File: src/rtl/erase_chk_pkg.sv
package erase_chk_pkg;
  typedef enum logic [1:0] {
    OP_4K   = 2'd0,
    OP_8K   = 2'd1,
    OP_64K  = 2'd2,
    OP_256K = 2'd3
  } erase_op_e;
endpackage

File: src/rtl/erase_decode.sv
module erase_decode
  import erase_chk_pkg::*;
#(
  parameter int ADDR_W    = 24,
  parameter int SUB_W     = 12,
  parameter int MID_W     = 16,
  parameter int BIG_W     = 18,
  parameter int PARAM_CNT = 16,
  localparam int LEN_W    = BIG_W + 1
) (
  input  logic [1:0]        op_i,
  input  logic [ADDR_W-1:0] addr_i,
  input  logic              uniform_i,
  input  logic              param_top_i,
  output logic              legal_o,
  output logic [ADDR_W-1:0] start_o,
  output logic [LEN_W-1:0]  len_o
);
  localparam int PREG_W = $clog2(PARAM_CNT) + SUB_W;
  localparam int HI_W   = ADDR_W - PREG_W;
  localparam logic [ADDR_W-1:0] MSK_SUB = {ADDR_W{1'b1}} << SUB_W;
  localparam logic [ADDR_W-1:0] MSK_MID = {ADDR_W{1'b1}} << MID_W;
  localparam logic [ADDR_W-1:0] MSK_BIG = {ADDR_W{1'b1}} << BIG_W;
  localparam logic [LEN_W-1:0]  LEN_SUB = LEN_W'(1) << SUB_W;
  localparam logic [LEN_W-1:0]  LEN_MID = LEN_W'(1) << MID_W;
  localparam logic [LEN_W-1:0]  LEN_BIG = LEN_W'(1) << BIG_W;

  logic [HI_W-1:0] hi_bits;
  logic            in_preg;
  erase_op_e       op;

  assign hi_bits = addr_i[ADDR_W-1:PREG_W];
  assign in_preg = param_top_i ? (&hi_bits) : ~(|hi_bits);
  assign op      = erase_op_e'(op_i);

  always_comb begin
    legal_o = 1'b0;
    start_o = '0;
    len_o   = '0;
    unique case (op)
      OP_4K: begin
        legal_o = !uniform_i && in_preg;
        start_o = addr_i & MSK_SUB;
        len_o   = LEN_SUB;
      end
      OP_64K: begin
        legal_o = !uniform_i;
        start_o = addr_i & MSK_MID;
        len_o   = LEN_MID;
      end
      OP_256K: begin
        legal_o = uniform_i;
        start_o = addr_i & MSK_BIG;
        len_o   = LEN_BIG;
      end
      default: legal_o = 1'b0; // two-sector erase never supported
    endcase
  end
endmodule

File: src/rtl/erase_prot_cmp.sv
module erase_prot_cmp #(
  parameter int ADDR_W = 24,
  parameter int LEN_W  = 19
) (
  input  logic              en_i,
  input  logic [ADDR_W-1:0] lo_i,
  input  logic [ADDR_W-1:0] hi_i,
  input  logic [ADDR_W-1:0] start_i,
  input  logic [LEN_W-1:0]  len_i,
  output logic              hit_o
);
  logic [ADDR_W-1:0] last;
  logic              desc_ok;

  assign last    = start_i + ADDR_W'(len_i - LEN_W'(1));
  assign desc_ok = en_i && (lo_i <= hi_i);
  assign hit_o   = desc_ok && (start_i <= hi_i) && (last >= lo_i);
endmodule

File: src/rtl/erase_status.sv
module erase_status (
  input  logic clk_i,
  input  logic rst_ni,
  input  logic set_i,
  input  logic fail_i,
  input  logic clr_i,
  output logic err_o
);
  logic err_q;

  always_ff @(posedge clk_i or negedge rst_ni) begin
    if (!rst_ni)              err_q <= 1'b0;
    else if (set_i || fail_i) err_q <= 1'b1;
    else if (clr_i)           err_q <= 1'b0;
  end

  assign err_o = err_q;

  p_err_set_r7: assert property (@(posedge clk_i) disable iff (!rst_ni)
    (set_i || fail_i) |=> err_q);
  p_err_sticky_r8: assert property (@(posedge clk_i) disable iff (!rst_ni)
    (err_q && !clr_i) |=> err_q);
  p_err_clr_r8: assert property (@(posedge clk_i) disable iff (!rst_ni)
    (clr_i && !set_i && !fail_i) |=> !err_q);
endmodule

File: src/rtl/erase_chk_top.sv
module erase_chk_top
  import erase_chk_pkg::*;
#(
  parameter int ADDR_W    = 24,
  parameter int SUB_W     = 12,
  parameter int MID_W     = 16,
  parameter int BIG_W     = 18,
  parameter int PARAM_CNT = 16,
  localparam int LEN_W    = BIG_W + 1
) (
  input  logic              clk_i,
  input  logic              rst_ni,
  input  logic              req_valid_i,
  output logic              req_ready_o,
  input  logic [1:0]        req_op_i,
  input  logic [ADDR_W-1:0] req_addr_i,
  input  logic              cfg_uniform_i,
  input  logic              cfg_param_top_i,
  input  logic              prot_en_i,
  input  logic [ADDR_W-1:0] prot_lo_i,
  input  logic [ADDR_W-1:0] prot_hi_i,
  input  logic              seq_busy_i,
  input  logic              seq_fail_i,
  input  logic              clr_err_i,
  output logic              res_valid_o,
  output logic              res_accept_o,
  output logic [ADDR_W-1:0] res_start_o,
  output logic [LEN_W-1:0]  res_len_o,
  output logic              err_o
);
  logic              take, legal, hit, accept, reject_now;
  logic [ADDR_W-1:0] dec_start;
  logic [LEN_W-1:0]  dec_len;

  logic              valid_q, acc_q;
  logic [ADDR_W-1:0] start_q;
  logic [LEN_W-1:0]  len_q;

  assign req_ready_o = !seq_busy_i;
  assign take        = req_valid_i && req_ready_o;

  erase_decode #(
    .ADDR_W(ADDR_W), .SUB_W(SUB_W), .MID_W(MID_W),
    .BIG_W(BIG_W), .PARAM_CNT(PARAM_CNT)
  ) i_decode (
    .op_i       (req_op_i),
    .addr_i     (req_addr_i),
    .uniform_i  (cfg_uniform_i),
    .param_top_i(cfg_param_top_i),
    .legal_o    (legal),
    .start_o    (dec_start),
    .len_o      (dec_len)
  );

  erase_prot_cmp #(.ADDR_W(ADDR_W), .LEN_W(LEN_W)) i_prot (
    .en_i   (prot_en_i),
    .lo_i   (prot_lo_i),
    .hi_i   (prot_hi_i),
    .start_i(dec_start),
    .len_i  (dec_len),
    .hit_o  (hit)
  );

  assign accept     = legal && !hit;
  assign reject_now = take && !accept;

  erase_status i_status (
    .clk_i (clk_i),
    .rst_ni(rst_ni),
    .set_i (reject_now),
    .fail_i(seq_fail_i),
    .clr_i (clr_err_i),
    .err_o (err_o)
  );

  always_ff @(posedge clk_i or negedge rst_ni) begin
    if (!rst_ni) begin
      valid_q <= 1'b0;
      acc_q   <= 1'b0;
      start_q <= '0;
      len_q   <= '0;
    end else begin
      valid_q <= take;
      acc_q   <= take && accept;
      if (take) begin
        start_q <= accept ? dec_start : '0;
        len_q   <= accept ? dec_len : '0;
      end
    end
  end

  assign res_valid_o  = valid_q;
  assign res_accept_o = acc_q;
  assign res_start_o  = start_q;
  assign res_len_o    = len_q;

  p_one_cycle_r9: assert property (@(posedge clk_i) disable iff (!rst_ni)
    res_valid_o |-> $past(req_valid_i && !seq_busy_i));
  p_busy_block_r9: assert property (@(posedge clk_i) disable iff (!rst_ni)
    seq_busy_i |=> !res_valid_o);
  p_no_8k_r4: assert property (@(posedge clk_i) disable iff (!rst_ni)
    (take && req_op_i == 2'd1) |=> (res_valid_o && !res_accept_o));
  p_no_64k_uni_r2: assert property (@(posedge clk_i) disable iff (!rst_ni)
    (take && cfg_uniform_i && req_op_i == 2'd2) |=> !res_accept_o);
  p_no_256k_split_r3: assert property (@(posedge clk_i) disable iff (!rst_ni)
    (take && !cfg_uniform_i && req_op_i == 2'd3) |=> !res_accept_o);
  p_aligned_r5: assert property (@(posedge clk_i) disable iff (!rst_ni)
    res_accept_o |-> ((res_start_o & ADDR_W'(res_len_o - LEN_W'(1))) == '0));
  p_rej_zero_r5: assert property (@(posedge clk_i) disable iff (!rst_ni)
    (res_valid_o && !res_accept_o) |-> (res_start_o == '0 && res_len_o == '0));
  p_rej_err_r7: assert property (@(posedge clk_i) disable iff (!rst_ni)
    (res_valid_o && !res_accept_o) |-> err_o);
  p_prot_r6: assert property (@(posedge clk_i) disable iff (!rst_ni)
    (take && hit) |=> !res_accept_o);
endmodule

File: config.mk
export PLATFORM = sky130hd
export DESIGN_NAME = erase_chk_top
export DESIGN_NICKNAME = d
export VERILOG_FILES = /design/src/rtl/erase_chk_pkg.sv /design/src/rtl/erase_decode.sv /design/src/rtl/erase_prot_cmp.sv /design/src/rtl/erase_status.sv /design/src/rtl/erase_chk_top.sv
export SDC_FILE = /design/constraint.sdc
export NUM_CORES = 1
export LEC_CHECK = 0
export CAP_MARGIN = 15
export CORE_ASPECT_RATIO = 1.75
export CORE_UTILIZATION = 38
export CTS_CLUSTER_SIZE = 20
export DETAILED_ROUTE_END_ITERATION = 12
export GPL_TIMING_DRIVEN = 0
export PLACE_DENSITY = 0.89
export SLEW_MARGIN = 20
export SYNTH_ARGS = -nofsm -noshare
export SYNTH_HDL_FRONTEND = slang
export SYNTH_SLANG_ARGS = --single-unit
File: constraint.sdc
create_clock -name clk_i -period 0.8 [get_ports clk_i]
set_input_delay 0.24 -clock clk_i [delete_from_list [all_inputs] [get_ports clk_i]]
set_output_delay 0.24 -clock clk_i [all_outputs]
set_load 0.005 [all_outputs]
Word-level counts from Yosys, hierarchy flattened
Index checks and enable logic that the tools add are counted.

word-level totals
  input port bits = 83
  output and inout bits = 47
  flip-flop bits (word level) = 46

cells by class
  bitwise logic cells = 1
  mux-type cells = 8
  $add $sub $neg = 2
  equality and inequality tests = 2
  $lt $le $gt $ge = 3
  reduce and logical (&&, ||, !) cells = 17

operators with widths
  operator                 number
  $pmux W24 S3             1
  $pmux W19 S3             1
  $le A24 B24 Y1           2
  $add A24 B24 Y24         1
  $ge A24 B24 Y1           1
  $mux W24                 1
  $sub A19 B1 Y20 const B  1
  $mux W19                 1
  $logic_and A1 B1 Y1      8
  $reduce_and A8 Y1        1
  $reduce_or A8 Y1         1
  $eq A2 B2 Y1 const B     2
  $logic_not A1 Y1         4
  $mux W1                  3
  $pmux W1 S3              1
  $logic_not A2 Y1         1
  $reduce_bool A2 Y1       1
  $logic_or A1 B1 Y1       1
  $not A1 Y1               1

Logic depth before layout (Yosys ltp)
Gate-level depths: netlist of the first run.

  depth in word-level cells = 12
  mapped depth = 22

Modules after synthesis
A second synthesis of the first run with hierarchy kept.

second synthesis, totals
  cells, all modules = 630
  area total of the unflattened synthesis = 5491.5 sq um

modules (own cells, without submodules)
  module          times used  cells an instance  area each (sq um)
  erase_prot_cmp  1           467                3457.1
  erase_chk_top   1           104                1619.1
  erase_decode    1           55                 377.9
  erase_status    1           4                  37.5

Least setup slack after synthesis of the first run
No wires, ideal clock.

  path kind = input port to flip-flop
  start = in req_op_i[0]
  end = reg len_q[12], in the netlist res_len_o[12]
  setup time = 0.066 ns
  setup slack = -3.074 ns
  cell stages on the path = 20
  data arrival time = 3.807 ns
  cell sequence = clkbuf_1 > nor2_1 > and2_1 > ha_1 > inv_1 > fa_1 > nor2b_1 > o21ai_1 > a31oi_1 > o21ai_1 > o311ai_0 > a21oi_1 > xnor2_1 > ha_1 > a21oi_1 > nor2b_1 > o221a_2 > a31oi_4 > buf_6 > a22o_1

between the ends
  cells in the longest elaborated chain, start to end = 9
  elaborated cells on any way between the ends = 15

RTL lines
  element                                           line                  text
  from (decl)                                       erase_chk_top.sv:15   input logic [1:0] req_op_i,
  $eq A2 B2 Y1 or $logic_not A2 Y1 (tied branches)  erase_decode.sv:40    unique case (op)
  $pmux W19 S3                                      erase_decode.sv:40
  $sub A19 B1 Y20                                   erase_prot_cmp.sv:15  assign last = start_i + ADDR_W'(len_i - LEN_W'(1));
  $add A24 B24 Y24                                  erase_prot_cmp.sv:15
  $ge A24 B24 Y1                                    erase_prot_cmp.sv:17  assign hit_o = desc_ok && (start_i <= hi_i) && (last >= lo_i);
  $logic_and A1 B1 Y1                               erase_prot_cmp.sv:17
  $logic_not A1 Y1                                  erase_chk_top.sv:64   assign accept = legal && !hit;
  $logic_and A1 B1 Y1                               erase_chk_top.sv:64
  $mux W19 (*)                                      erase_chk_top.sv:87   len_q <= accept ? dec_len : '0;
  to (signal assigned)                              erase_chk_top.sv:87
  to (decl)                                         erase_chk_top.sv:37   logic [LEN_W-1:0] len_q;

Mark *: on every way between the ends. The rest lies on a longest branch, timed or not.
A chain may end at the register's enable or synchronous reset.

Worst setup path in the final report of the first run
  start = in req_addr_i[14]
  end = reg start_q[17], in the netlist res_start_o[17]

between the ends
  cells in the longest elaborated chain, start to end = 7
  elaborated cells on any way between the ends = 9

RTL lines
  element                                                line                                        text
  from (decl)                                            erase_chk_top.sv:16                         input logic [ADDR_W-1:0] req_addr_i,
  $pmux W24 S3 (*)                                       erase_decode.sv:40
  $add A24 B24 Y24 or $le A24 B24 Y1 (tied branches)     erase_prot_cmp.sv:15, erase_prot_cmp.sv:17
  $ge A24 B24 Y1 or $logic_and A1 B1 Y1 (tied branches)  erase_prot_cmp.sv:17
  $logic_and A1 B1 Y1 (*)                                erase_prot_cmp.sv:17
  $logic_not A1 Y1 (*)                                   erase_chk_top.sv:64
  $logic_and A1 B1 Y1 (*)                                erase_chk_top.sv:64
  $mux W24 (*)                                           erase_chk_top.sv:86                         start_q <= accept ? dec_start : '0;
  to (signal assigned)                                   erase_chk_top.sv:86
  to (decl)                                              erase_chk_top.sv:36                         logic [ADDR_W-1:0] start_q;

Marked as above.

==> flow_summary_export.csv, run 1 <==
group,metric,value,unit
synth,ys.flop_type,"dfrtp_1",
flow_run,maxCapViolations,0,
timing,fin_crit_sh,454,%
grt,first_global_vias,2999,
pwr,leakagePower,2.18,nW
timing,fmax,275,MHz
layout,final_core_util,60.2,%
clock_network,clk_pin_slew_worst_paths,0.05,ns
layout,antennaDiodeCount,0,
outcome,violations,"setup timing",
synth,ys_types,49,
synth,ys_seq_area_share,16.5,%
timing,period_needed,3.64,ns
synth,yosysMostFrequentCell,"ha_1",
synth,async_reset_ff_share,100,%
placement,place_congestion,0.945,
layout,drive_above_1_share,24.8,%
timing,worst_slew_pin_slew,0.754,ns
layout,ff_latch_area,450,µm²
die,rows,40,
timing,layout_setup_ws,-2.84,ns
critical_path,worstPathArrival,3.82,ns
outcome,status,"complete, but fails checks",
synth,synth_edf_count,0,
synth,yosysWarnings,0,
synth,synth_common_cells,"ha_1, inv_1, buf_4, a21oi_1, dfrtp_1",
detailed_routing,ant_nets,0,
synth,yosysTopAreaCellShare,26.2,%
grt,antenna_found_initial,0,
grt,grt_max_degree,19,
detailed_routing,wirelength,8050,µm
synth,syn_area,2730,µm²
synth,synth_top_area_cell,"ha_1",
clock_network,clockBufferDepth,2,
grt,track_usage,20.9,%
clock_network,insertion_delay,0.25,ns
detailed_routing,met3WireLength,551,µm
layout,nNetsFinal,622,
timing,finClkSkew,0,ns
clock_network,numCtsBuffers,3,
detailed_routing,drc,0,
critical_path,crit_path_start_kind,"input pin",
detailed_routing,drt-met1-wl,2740,µm
detailed_routing,num_vias,2910,
clock_network,htree_num_levels,1,
placement,place_ws,-3.71,ns
timing,slew_violations,0,
placement,dpl.hpwl,6400,µm
pwr,powerDensity,995,nW/µm²
clock_network,holdBufCountCts,0,
layout,syn2layout_area_growth,52.5,%
pwr,peakVddDrop,0.000547,V
detailed_routing,viasPerCell,5.16,
clock_network,root_buffer,"clkbuf_16",
synth,avgSynthCellArea,8.21,µm²
synth,synth_seq_cells,18,
detailed_routing,drt_iter0_drc,104,
timing,rsz0062_at_grt,"yes",
detailed_routing,dr.max_layer_used,"met4",
synth,syn_inst,332,
worst_hold_path,hold_path.class,"in -> async",
detailed_routing,post_drt_wl_per_cell,14.3,µm
detailed_routing,drt_pass1_iterations,4,
timing,setup_viol_count_final,35,
critical_path,criticalPathCategory,"in -> reg",
die,die-area,7530,µm²
synth,ys_top_cells_by_area,"ha_1, dfrtp_1, buf_4",
detailed_routing,dr_wl_met2,4480,µm
die,io_pins,130,
grt,overflow,0,
clock_network,cts.sinks,18,
grt,grt_pass1_wl,12400,µm
timing,slew_headroom,49.7,%
critical_path,end_kind,"flip-flop",
critical_path,cp_data_required_time,0.99,ns
critical_path,crit_fanout,5,
die,die_x,66.0,µm
die,start_util,39.5,%
die,core,6910,µm²
die,die_h,114,µm
timing,final_hold_viol_count,0,
clock_network,cts_tree,"built",
layout,fill_cells,578,
placement,port_buffers,88,
layout,multi_input_area,2060,µm²
## cells by family after synthesis
logic type	Yosys count	synth area share (%)
adders and majority gates	58	26.9
xor gates and xnor gates	9	2.89
buffers and inverters	81	15.6
DFF	18	16.5
and+or+nand+nor	80	16.5
other	1	0.138
AOI/OAI and AO/OA	85	21.5
## state kept, by name, summed over array words and instances, names as in the netlist
name,cells
res_len_o,3
res_accept_o,1
res_valid_o,1
res_start_o,12
i_status.err_o,1
## critical path, stage by stage
cell and delay (ns):
clkdlybuf4s50_1 0.44, and2_1 0.24, ha_4 0.25, nor2b_1 0.14, o21ai_2 0.19, a31oi_1 0.13, o21ai_2 0.26, o21bai_1 0.12
a21oi_2 0.18, xnor2_2 0.13, ha_1 0.25, o21ai_1 0.14, nand2b_1 0.08, a21oi_2 0.12, nor2b_1 0.06, o221a_2 0.31
a31oi_4 0.24, buf_6 0.17, a22o_1 0.13
## report_power, final
| part | switching, mW | internal, mW | leakage [nW] | total [mW] |
|---|---|---|---|---|
| combinational | 0.965 | 1.11 | 1.89 | 2.07 |
| sequential | 0.0204 | 0.957 | 0.243 | 0.977 |
| clock | 0.330 | 0.761 | 0.0442 | 1.09 |
| total | 1.32 | 2.82 | 2.18 | 4.14 |
## area by class of cell
type / instances / share of cell area [%]
well taps: 84 / 2.53
inverters: 48 / 4.33
multi-input cells: 260 / 49.6
repair buffers: 117 / 24.1
flip-flops and latches: 18 / 10.8
plain buffers: 33 / 6.41
clock buffers: 4 / 2.14
## final timing paths
path	from	to	slack (ns)	depth (start not counted)
setup / recovery	req_addr_i[14]	res_start_o[17]	-2.84	19
hold / removal	rst_ni	res_len_o[12]	0.17	1
setup reg to reg	i_status.err_o	i_status.err_o	-0.16	3
hold reg to reg	res_len_o[12]	res_len_o[12]	0.51	1
max in group asynchronous	rst_ni	res_start_o[19]	0.16	1
min in group clk_i	seq_busy_i	res_valid_o	0.36	4
## per-stage QoR
stage	total power, mW	area, µm²	setup TNS (ns)	cells	hold WS, ns
after floorplan	2.10	2870	-43.60	359	-0.0556
after global placement	2.79	3860	-73.41	531	0.461
after detailed placement	2.87	3860	-75.68	531	0.469
after CTS	4.00	4030	-51.97	556	0.188
after global routing	4.41	4160	-54.05	564	0.228
final	4.14	4160	-50.86	564	0.168
## per-layer routing
metal / global-route usage (%) / vias to the layer above
met1: 18.0 / 1322
met3: 3.98 / 28
li1: - / 1419
met2: 42.0 / 141
met4: 11.8 / 0
met5: 0 / -
## cells in the final DEF, fill, tap and decap left out, types with 2 or more instances in the layout
| master | n |
|---|---|
| and2_4 | 2 |
| buf_4 | 55 |
| nand4_1 | 9 |
| ha_4 | 2 |
| clkdlybuf4s50_1 | 64 |
| o21ai_1 | 2 |
| a21oi_1 | 22 |
| nor4_1 | 5 |
| xnor2_1 | 7 |
| a22o_1 | 13 |
| nand2b_1 | 3 |
| o211ai_1 | 2 |
| dfrtp_1 | 18 |
| inv_1 | 45 |
| conb_1 | 28 |
| a21oi_2 | 4 |
| xnor2_2 | 2 |
| buf_6 | 4 |
| dlygate4sd2_1 | 2 |
| nand3_1 | 7 |
| a21o_1 | 6 |
| o31a_1 | 3 |
| a31oi_1 | 2 |
| buf_2 | 21 |
| nor2b_1 | 7 |
| and2_1 | 9 |
| clkbuf_16 | 4 |
| o21ai_2 | 2 |
| nand2_1 | 15 |
| nor3_1 | 2 |
| o21ai_0 | 14 |
| inv_2 | 3 |
| nor2_1 | 11 |
| ha_1 | 55 |
## timing repair
| item | CTS | global route |
|---|---|---|
| buffers inserted | 20 | 8 |
| gates cloned | 1 | 0 |
| pin swaps | 22 | 23 |
| setup endpoints to repair | 55 | 36 |
| gates resized for setup | 98 | 13 |
| hold endpoints to repair | 0 | 0 |
Power figures use the tool's default switching activity.
==> run 2: changes to the inputs <==
PLACE_DENSITY = 0.8   (was 0.89)
==> run 2 against run 1 <==
Against the previous run: the run still ends with setup timing left; sequential share of layout area barely moved; via count decreased by 1.6%; utilization is 0.22 points lower; register-to-register slack about the same; clock skew stayed put; highest routed layer unchanged.
==> flow_summary_export.csv, run 2 (synthesis results as in run 1) <==
group,metric,value,unit
detailed_routing,drc,0,
grt,grt.met2_usage,41.2,%
critical_path,crit_path_start_kind,"input pin",
critical_path,criticalPathCategory,"in -> reg",
die,rows,40,
pwr,leakagePower,2.18,nW
clock_network,holdBufCountCts,0,
worst_hold_path,hold_path.class,"in -> async",
timing,final.setup.tns,-49.79,ns
grt,grtUsageMet1,18.5,%
layout,stdcell_area,4140,µm²
layout,multi_input_area,2030,µm²
detailed_routing,viasPerCell,5.06,
detailed_routing,post_drt_wl_per_cell,13.2,µm
detailed_routing,drt_iter0_drc,117,
grt,grt_max_degree,19,
clock_network,cts_tree,"built",
placement,placed_cell_area,3860,µm²
die,core,6910,µm²
timing,slew_violations,0,
clock_network,insertion_delay,0.25,ns
critical_path,critPathMaxStageDelay,0.29,ns
die,die_x,66.0,µm
layout,final_core_util,60.0,%
clock_network,clockBufferDepth,2,
detailed_routing,num_vias,2863,
grt,first_global_vias,2791,
layout,nNetsFinal,624,
placement,port_buffers,88,
clock_network,cts.sinks,18,
outcome,violations,"setup timing",
critical_path,crit_fanout,5,
timing,setup_viol_count_final,35,
timing,slew_headroom,50.2,%
outcome,status,"complete, but fails checks",
grt,overflow,0,
grt,antenna_found_initial,0,
critical_path,cp_data_required_time,0.99,ns
critical_path,r2r_slack,-0.16,ns
clock_network,htree_num_levels,1,
critical_path,crit_top_cell,"o21ai_2",
detailed_routing,ant_nets,0,
layout,fill_cells,632,
critical_path,path_cells,"buf_8 -> clkbuf_16 -> nor2_4 -> buf_4 -> and2_1 -> ha_4 -> nor2b_2 -> o21ai_2 -> a31oi_1 -> o21ai_2 -> o21bai_1 -> a21oi_1 -> xnor2_1 -> ha_1 -> o21ai_1 -> nand2b_1 -> a21oi_2 -> nor2b_1 -> o221a_2 -> a31oi_4 -> buf_6 -> a22o_1",
layout,largest_register_ffs,12,
timing,fin_crit_sh,447,%
critical_path,startpoint,"req_op_i[0]",
critical_path,end_kind,"flip-flop",
clock_network,root_buffer,"clkbuf_16",
grt,grt-busiest-layer,"met2",
grt,track_usage,20.0,%
die,die_h,114,µm
timing,period_needed,3.58,ns
layout,antennaDiodeCount,0,
grt,grt_pass1_wl,11900,µm
clock_network,clk_pin_slew_worst_paths,0.05,ns
layout,final_cell_mix,"clkdlybuf4s50_1, buf_4, ha_1",
timing,worst_slew_pin_slew,0.747,ns
critical_path,endpoint,"res_start_o[17]",
clock_network,numCtsBuffers,3,
detailed_routing,wirelength,7470,µm
layout,final_common_cell,"clkdlybuf4s50_1",
timing,rsz0062_at_grt,"yes",
critical_path,r2r_start,"res_start_o[16]",
pwr,peakVddDrop,0.000602,V
layout,syn2layout_area_growth,52.0,%
flow_run,maxCapViolations,0,
critical_path,r2r-end,"res_start_o[16]",
timing,final_hold_viol_count,0,
grt,met3_usage,2.99,%
die,start_util,39.5,%
detailed_routing,drt_pass1_iterations,5,
timing,finClkSkew,0,ns
layout,drive_above_1_share,24.1,%
timing,layout_setup_ws,-2.78,ns
die,io_pins,130,
die,die-area,7530,µm²
timing,fmax,280,MHz
pwr,powerDensity,979,nW/µm²
layout,ff_latch_area,450,µm²
critical_path,slowest_stage,"o221a_2",
critical_path,worstPathArrival,3.76,ns
placement,place_congestion,0.883,
placement,dpl.hpwl,6170,µm
critical_path,reg2reg_depth,3,
## run 2: cell count changes in the layout (fill, tap and decap cells not counted), moves of 2 or more
cell     delta
a21oi_1     +2
a21oi_2     -2
xnor2_2     -2
xnor2_1     +2
buf_4       +2
## run 2: timing repair
action / 4_1_cts / 5_1_grt
cloned: 1 / 0
endpoints found under the setup margin: 55 / 37
gates resized for setup: 97 / 9
buffers inserted: 21 / 9
pin swaps: 13 / 17
## run 2: stage by stage
step	power, mW	hold WS, ns	instances	worst slack (ns)
finish	4.06	0.167	566	-2.78
global route	4.34	0.234	566	-2.94
CTS	4.01	0.191	557	-2.84
detailed placement	2.85	0.470	531	-3.72
global placement	2.80	0.463	531	-3.63
floorplan	2.10	-0.0556	359	-2.60
## run 2: layer usage
metal / wire length [µm] / part of all wire [%] / vias to the layer above
met5: 0 / 0 / -
met4: 199 / 2.7 / 0
met3: 571 / 7.6 / 17
met2: 4150 / 56 / 131
met1: 2550 / 34 / 1284
li1: - / - / 1431
## run 2: worst min path at each step
stage / start / endpoint / slack, ns / cells past startpoint
4_1_cts: rst_ni / res_start_o[12] / 0.19 / 1
3_3_place_gp: res_len_o[18] / res_len_o[18] / 0.46 / 2
5_1_grt: rst_ni / res_start_o[14] / 0.23 / 1
6_report: rst_ni / res_len_o[12] / 0.17 / 1
3_5_place_dp: res_len_o[18] / res_len_o[18] / 0.47 / 2
2_1_floorplan: rst_ni / i_status.err_o / -0.06 / 0
## run 2: report_power, final
part           switching, mW  internal, mW  leakage [nW]
Combinational          0.914          1.08          1.89
Clock                  0.323         0.760        0.0442
Sequential            0.0206         0.957         0.243
Total                   1.26          2.80          2.18
## run 2: worst max-delay path: cells and delay by family
| family | cells | cell delay, ns |
|---|---|---|
| AO/OA/AOI/OAI | 10 | 1.65 |
| adder cells (fa/ha/maj) | 2 | 0.49 |
| AND/OR/NAND/NOR | 5 | 0.66 |
| buffers and inverters | 4 | 0.53 |
| XOR/XNOR | 1 | 0.16 |
## run 2: layout make-up
type                    count  area share, %
multi-input cells         260           49.1
clock buffers               4           2.14
plain buffers              33           6.43
well taps                  84           2.54
inverters                  48           4.35
flip-flops and latches     18           10.9
repair buffers            119           24.6
